$ cat src/rtl/gpio_pkg.sv
package gpio_pkg;
    localparam int BANK_W = 32;
    localparam int ADDR_W = 8;

    typedef struct packed {
        logic [BANK_W-1:0] lvl;
        logic [BANK_W-1:0] blk;
    } gpio_regs_t;

    typedef struct packed {
        logic [BANK_W-1:0] s1;
        logic [BANK_W-1:0] s2;
    } gpio_sync_t;
endpackage

$ cat src/rtl/gpio_blink_timebase.sv
module gpio_blink_timebase #(
    parameter int HALF_CYC = 25_000_000
) (
    input  logic clk,
    input  logic rst_n,
    output logic phase
);
    localparam int CW = (HALF_CYC > 1) ? $clog2(HALF_CYC) : 1;
    localparam logic [CW-1:0] LAST = CW'(HALF_CYC - 1);

    typedef struct packed {
        logic [CW-1:0] cnt;
        logic          ph;
    } tb_t;

    tb_t t_d, t_q;

    always_comb begin
        t_d = t_q;
        if (t_q.cnt == LAST) begin
            t_d.cnt = '0;
            t_d.ph  = ~t_q.ph;
        end else begin
            t_d.cnt = t_q.cnt + 1'b1;
        end
        if (!rst_n) begin
            t_d.cnt = '0;
            t_d.ph  = 1'b1;
        end
    end

    always_ff @(posedge clk) t_q <= t_d;

    assign phase = t_q.ph;
endmodule

$ cat src/rtl/gpio_in_sync.sv
module gpio_in_sync
    import gpio_pkg::*;
(
    input  logic              clk,
    input  logic              rst_n,
    input  logic [BANK_W-1:0] din,
    output logic [BANK_W-1:0] dout
);
    gpio_sync_t s_d, s_q;

    always_comb begin
        s_d.s1 = din;
        s_d.s2 = s_q.s1;
        if (!rst_n) s_d = '0;
    end

    always_ff @(posedge clk) s_q <= s_d;

    assign dout = s_q.s2;
endmodule

$ cat src/rtl/gpio_bank_regs.sv
module gpio_bank_regs
    import gpio_pkg::*;
#(
    parameter logic [BANK_W-1:0] LVL_RST   = 32'h1B3F_0000,
    parameter logic [BANK_W-1:0] BLK_RST   = 32'h0004_0000,
    parameter logic [BANK_W-1:0] IMPL_MASK = 32'h1F3F_0000,
    parameter logic [BANK_W-1:0] RSM_MASK  = 32'h1B0C_0000
) (
    input  logic              clk,
    input  logic              core_rst_n,
    input  logic              rsm_rst_n,
    input  logic              sw_rst,
    input  logic              wr_lvl,
    input  logic              wr_blk,
    input  logic [BANK_W-1:0] wdata,
    output logic [BANK_W-1:0] lvl_q,
    output logic [BANK_W-1:0] blk_q
);
    localparam logic [BANK_W-1:0] CORE_MASK = IMPL_MASK & ~RSM_MASK;
    localparam logic [BANK_W-1:0] RSM_IMPL  = IMPL_MASK & RSM_MASK;

    gpio_regs_t r_d, r_q;

    always_comb begin
        r_d = r_q;
        if (wr_lvl) r_d.lvl = wdata & IMPL_MASK;
        if (wr_blk) r_d.blk = wdata & IMPL_MASK;
        if (!core_rst_n) begin
            r_d.lvl = (r_d.lvl & ~CORE_MASK) | (LVL_RST & CORE_MASK);
            r_d.blk = (r_d.blk & ~CORE_MASK) | (BLK_RST & CORE_MASK);
        end
        if (!rsm_rst_n || sw_rst) begin
            r_d.lvl = (r_d.lvl & ~RSM_IMPL) | (LVL_RST & RSM_IMPL);
            r_d.blk = (r_d.blk & ~RSM_IMPL) | (BLK_RST & RSM_IMPL);
        end
    end

    always_ff @(posedge clk) r_q <= r_d;

    assign lvl_q = r_q.lvl;
    assign blk_q = r_q.blk;
endmodule

$ cat src/rtl/gpio_blink_ctrl.sv
module gpio_blink_ctrl
    import gpio_pkg::*;
#(
    parameter int                CLK_HZ    = 50_000_000,
    parameter logic [BANK_W-1:0] LVL_RST   = 32'h1B3F_0000,
    parameter logic [BANK_W-1:0] BLK_RST   = 32'h0004_0000,
    parameter logic [BANK_W-1:0] IMPL_MASK = 32'h1F3F_0000,
    parameter logic [BANK_W-1:0] RSM_MASK  = 32'h1B0C_0000,
    parameter logic [ADDR_W-1:0] LVL_OFF   = 8'h0C,
    parameter logic [ADDR_W-1:0] BLK_OFF   = 8'h18,
    parameter logic [ADDR_W-1:0] SWRST_OFF = 8'h3C
) (
    input  logic              clk,
    input  logic              core_rst_n,
    input  logic              rsm_rst_n,
    input  logic              bus_wr_en,
    input  logic [ADDR_W-1:0] bus_addr,
    input  logic [BANK_W-1:0] bus_wdata,
    output logic [BANK_W-1:0] bus_rdata,
    input  logic [BANK_W-1:0] pin_dir,
    input  logic [BANK_W-1:0] pin_in,
    output logic [BANK_W-1:0] pin_out
);
    localparam int HALF_CYC = (CLK_HZ / 2 > 1) ? CLK_HZ / 2 : 2;

    logic              wr_lvl, wr_blk, sw_rst;
    logic              tb_rst_n, blink_phase;
    logic [BANK_W-1:0] lvl_q, blk_q, pin_sync;

    assign wr_lvl   = bus_wr_en && (bus_addr == LVL_OFF);
    assign wr_blk   = bus_wr_en && (bus_addr == BLK_OFF);
    assign sw_rst   = bus_wr_en && (bus_addr == SWRST_OFF);
    assign tb_rst_n = core_rst_n & rsm_rst_n;

    gpio_bank_regs #(
        .LVL_RST(LVL_RST), .BLK_RST(BLK_RST),
        .IMPL_MASK(IMPL_MASK), .RSM_MASK(RSM_MASK)
    ) u_regs (
        .clk(clk), .core_rst_n(core_rst_n), .rsm_rst_n(rsm_rst_n),
        .sw_rst(sw_rst), .wr_lvl(wr_lvl), .wr_blk(wr_blk),
        .wdata(bus_wdata), .lvl_q(lvl_q), .blk_q(blk_q)
    );

    gpio_blink_timebase #(.HALF_CYC(HALF_CYC)) u_tbase (
        .clk(clk), .rst_n(tb_rst_n), .phase(blink_phase)
    );

    gpio_in_sync u_sync (
        .clk(clk), .rst_n(core_rst_n), .din(pin_in), .dout(pin_sync)
    );

    always_comb begin
        bus_rdata = '0;
        if (bus_addr == LVL_OFF)
            bus_rdata = ((lvl_q & pin_dir) | (pin_sync & ~pin_dir)) & IMPL_MASK;
        else if (bus_addr == BLK_OFF)
            bus_rdata = blk_q & IMPL_MASK;
    end

    for (genvar i = 0; i < BANK_W; i++) begin : g_pin
        assign pin_out[i] = IMPL_MASK[i] & pin_dir[i] &
                            (blk_q[i] ? blink_phase : lvl_q[i]);
    end
endmodule

$ cat config.mk
export PLATFORM = sky130hd
export DESIGN_NAME = gpio_blink_ctrl
export DESIGN_NICKNAME = d
export VERILOG_FILES = /design/src/rtl/gpio_pkg.sv /design/src/rtl/gpio_blink_timebase.sv /design/src/rtl/gpio_in_sync.sv /design/src/rtl/gpio_bank_regs.sv /design/src/rtl/gpio_blink_ctrl.sv
export SDC_FILE = /design/constraint.sdc
export NUM_CORES = 1
export LEC_CHECK = 0
export BUFFER_PORTS_ARGS = -buffer_cell sky130_fd_sc_hd__buf_2
export CAP_MARGIN = 10
export CORE_MARGIN = 10
export CORE_UTILIZATION = 31
export CTS_BUF_LIST = sky130_fd_sc_hd__clkbuf_8
export CTS_CLUSTER_SIZE = 10
export DETAILED_ROUTE_END_ITERATION = 10
export PLACE_DENSITY = 0.7
export SETUP_SLACK_MARGIN = 0.5
export SYNTH_ARGS = -nofsm -noshare
export SYNTH_HDL_FRONTEND = slang
export SYNTH_SLANG_ARGS = --single-unit
$ cat constraint.sdc
create_clock -name clk -period 1.8 [get_ports clk]
set_input_delay 0 -clock clk [delete_from_list [all_inputs] [get_ports clk]]
set_output_delay 0 -clock clk [all_outputs]
set_load 0.05 [all_outputs]
==> flow_summary_export.csv <==
group,metric,value,unit
status,status,"complete, but fails checks",
status,violations,"negative setup slack",
timing,setup_slack,-0.03135,ns
cts,cts.path.max_buffers,2,
placed_design,place_area,0.004001,sq mm
cells_and_area,stdcell_count,650,
global_route,antenna_found_initial,0,
floorplanning,start_util,0.3219,
cells_and_area,fillerInstances,911,
worst_setup_path,required,2.03,ns
floorplanning,fp-row-count,37,
timing,rsz0062_at_grt,"true",
placed_design,dp_hpwl,6507,um
synth,synth-compound-area-share,0.07652,
power,clkPwrFrac,0.370,
detailed_routing,wl_met3,617,um
synth,avgSynthCellArea,8.864,sq um
cells_and_area,final_area,0.005111,sq mm
floorplanning,ios,172,
worst_setup_path,end_kind,"flip-flop",
power,p_sw,970.1,uW
detailed_routing,wl_met2,5249,um
placed_design,numPortBuffers,66,
worst_setup_path,worstPathCellList,"nor4bb_1, nand4b_1, o311ai_4, buf_6, clkbuf_16, nor2_4",
synth,synth.distinct_cells,38,
timing,finalHoldViolCount,0,
cells_and_area,final_core_util,0.4885,
job,drv_cap,0,
timing,finalMaxSlewViolations,0,
floorplanning,die_w,124.2,um
timing,clock_skew,0.009974,ns
synth,synth_fa_ha_area_frac,0.003715,
detailed_routing,highest_layer,"met4",
global_route,grt_overflow,0,
cells_and_area,syn_to_final_growth,51.75,%
power,p_leak,0.002017,uW
cts,cts_tree,"done",
global_route,grt_pass1_wl,15250,um
power,combPwrFrac,0.157,
power,seqPwrFrac,0.472,
timing,relSlewSlack,0.5958,
synth,synthesis.area,0.003368,sq mm
floorplanning,die_area,0.01543,sq mm
synth,synth_seq_cells,70,
power,power.total,3325,uW
global_route,grt_pass1_vias,3047,
cells_and_area,num-nets-final,618,
worst_setup_path,cp_slowest_cell,"dfxtp_1",
synth,synth_xor_area_frac,0.03640,
worst_setup_path,critical_path_class,"flip-flop to flip-flop",
cts,cts_root_buf,"clkbuf_8",
detailed_routing,drt_iter0_drc,188,
power,ir_drop,0.3184,mV
cells_and_area,n_antenna_cell,0,
cells_and_area,drive_gt1_frac,0.3930,
placed_design,gp_congestion,0.8181,
worst_setup_path,startpoint_type,"flip-flop",
hold_path,hp-class,"input port to flip-flop",
detailed_routing,wirelength,10260,um
floorplanning,core_area,0.01046,sq mm
timing,fin_crit,1.831,ns
global_route,track_usage,0.1169,
synth,synth.area.mux_share,0.09807,
cts,clk_pin_slew,0.08,ns
global_route,grt_max_degree,25,
synth,synth_top_family_by_area,"simple AND/OR/NAND/NOR gates",
detailed_routing,dr.pass1.iters,4,
worst_setup_path,critPathArrivalTime,2.06,ns
detailed_routing,via_per_inst,4.691,
detailed_routing,wl_met1,4081,um
power,internal_power,2355,uW
placed_design,dp_cells,585,
timing,timing.hold.ws,0.1326,ns
timing,period_share,1.017,
cts,cts.sinks,70,
worst_setup_path,max_stage_delay,0.44,ns
synth,yosysWarningCount,0,
timing,fmax,546.0,MHz
cts,clk_latency,0.35,ns
timing,setup_violations,18,
detailed_routing,avgRoutedWirePerCell,15.78,um
synth,synthCells,380,
cts,cts_made_buffers,9,
power,netSwitchingFraction,0.2917,
power,pwr_density_cell,650.6,mW/mm^2
cts,htree_levels,3,
synth,synth_simple_gate_area_frac,0.2481,
detailed_routing,ant_nets,0,
detailed_routing,dr_total_vias,3049,
floorplanning,die_h,124.2,um
synth,synth_seq_area_share,0.4160,
detailed_routing,drc,0,
timing,worst_pin_slew,0.6045,ns
worst_setup_path,crit_fanout,6,
-- per-stage QoR --
stage	setup TNS [ns]	worst slack [ns]
detailed placement	-0.1970	-0.08073
floorplan	-0.02615	-0.01302
global placement	-0.02437	-0.01921
CTS	0	0.01655
finish	-0.3682	-0.03135
global route	-1.162	-0.08066
-- path summary, 6_finish.rpt --
path | start | endpoint | slack [ns] | depth (start not counted)
hold / removal | bus_wr_en | u_regs.blk_q[19] | 0.13 | 4
setup / recovery | u_tbase.t_q[17] | u_tbase.t_q[5] | -0.03 | 6
hold reg to reg | u_sync.s_q[56] | u_sync.dout[24] | 0.43 | 1
setup reg to reg | u_tbase.t_q[17] | u_tbase.t_q[5] | -0.03 | 6
-- cells in the final DEF (no fill, tap or decap), types with 9 or more instances in the layout --
master	n
dfxtp_1	54
conb_1	42
buf_2	42
nand2_1	40
buf_4	36
mux2i_1	27
dlygate4sd3_1	24
and2_1	22
buf_6	19
nand3_1	18
nor2_4	12
o21ai_4	11
nor2b_2	9
a21oi_1	9
xnor2_1	9
clkbuf_8	9
-- cell families (layout without fill, tap and decap cells) --
kind of cell | after synthesis | in the layout
and+or+nand+nor | 155 | 156
adders and majority gates | 1 | 1
muxes | 33 | 33
other | 1 | 42
AOI/OAI and AO/OA | 43 | 43
DFF | 70 | 70
xor gates and xnor gates | 14 | 14
buffers and inverters | 63 | 155
-- cells in the mapped netlist (all sizes together) --
library cell	count	area share
nand2	41	0.046
nor4	6	0.011
o31ai	5	0.011
xnor2	9	0.023
or3	6	0.012
a21boi	5	0.011
nor2b	14	0.026
nor4bb	2	0.0059
nand4	7	0.015
o21a	1	0.0022
and3	2	0.0037
ha	1	0.0037
and4b	1	0.0030
nor2	19	0.021
or2	1	0.0019
xor2	5	0.013
a21oi	14	0.022
and2	23	0.043
nor3	3	0.0045
mux2i	33	0.098
buf	45	0.10
clkbuf	13	0.014
inv	5	0.0056
conb	1	0.0011
nand3	20	0.031
o21ai	17	0.025
or4	7	0.017
nor3b	1	0.0022
dfxtp	70	0.42
o311ai	1	0.0048
nand4b	2	0.0052
-- metal layers --
layer  track usage  vias to the layer above
met4       0.04840                        0
li1              -                     1477
met2        0.2040                      102
met5             0                        -
met3       0.03229                       28
met1        0.1303                     1442
-- layout make-up --
type | instances | area [sq um] | share of cell area
multi-input combinational | 289 | 2120 | 0.4147
sequential | 70 | 1441 | 0.2820
timing repair buffer | 134 | 1170 | 0.2289
tap | 136 | 170.2 | 0.03329
clock buffer | 9 | 123.9 | 0.02424
clock inverter | 7 | 67.56 | 0.01322
inverter | 5 | 18.77 | 0.003672
-- power groups by stage --
stage                     registers [uW]  logic, uW  clock network [uW]
after detailed placement            1620        421                   0
after CTS                           1580        477                1240
after global routing                1570        552                1320
final                               1570        523                1230
after global placement              1620        418                   0
after floorplan                     1620        392                   0
-- state kept, by name, indices dropped and copies added, names as in the netlist --
name,cells
u_tbase.t_q,25
u_sync.dout,11
u_tbase.phase,1
u_regs.lvl_q,11
u_sync.s_q,11
u_regs.blk_q,11
-- repair_timing --
action | CTS | global route
endpoints found under the hold margin | 35 | 0
cloned | 1 | 4
hold buffers | 24 | 0
setup buffers | 8 | 12
pin swaps | 7 | 8
setup endpoints to repair | 47 | 46
gates resized for setup | 49 | 76
-- worst max-delay path: cells and delay by family (launching register included) --
| family | cells | cell delay, ns |
|---|---|---|
| AOI/OAI and AO/OA | 1 | 0.30 |
| DFF | 1 | 0.44 |
| and+or+nand+nor | 3 | 0.63 |
| buffers and inverters | 2 | 0.35 |
No activity file was read; power rests on OpenSTA's default activity.
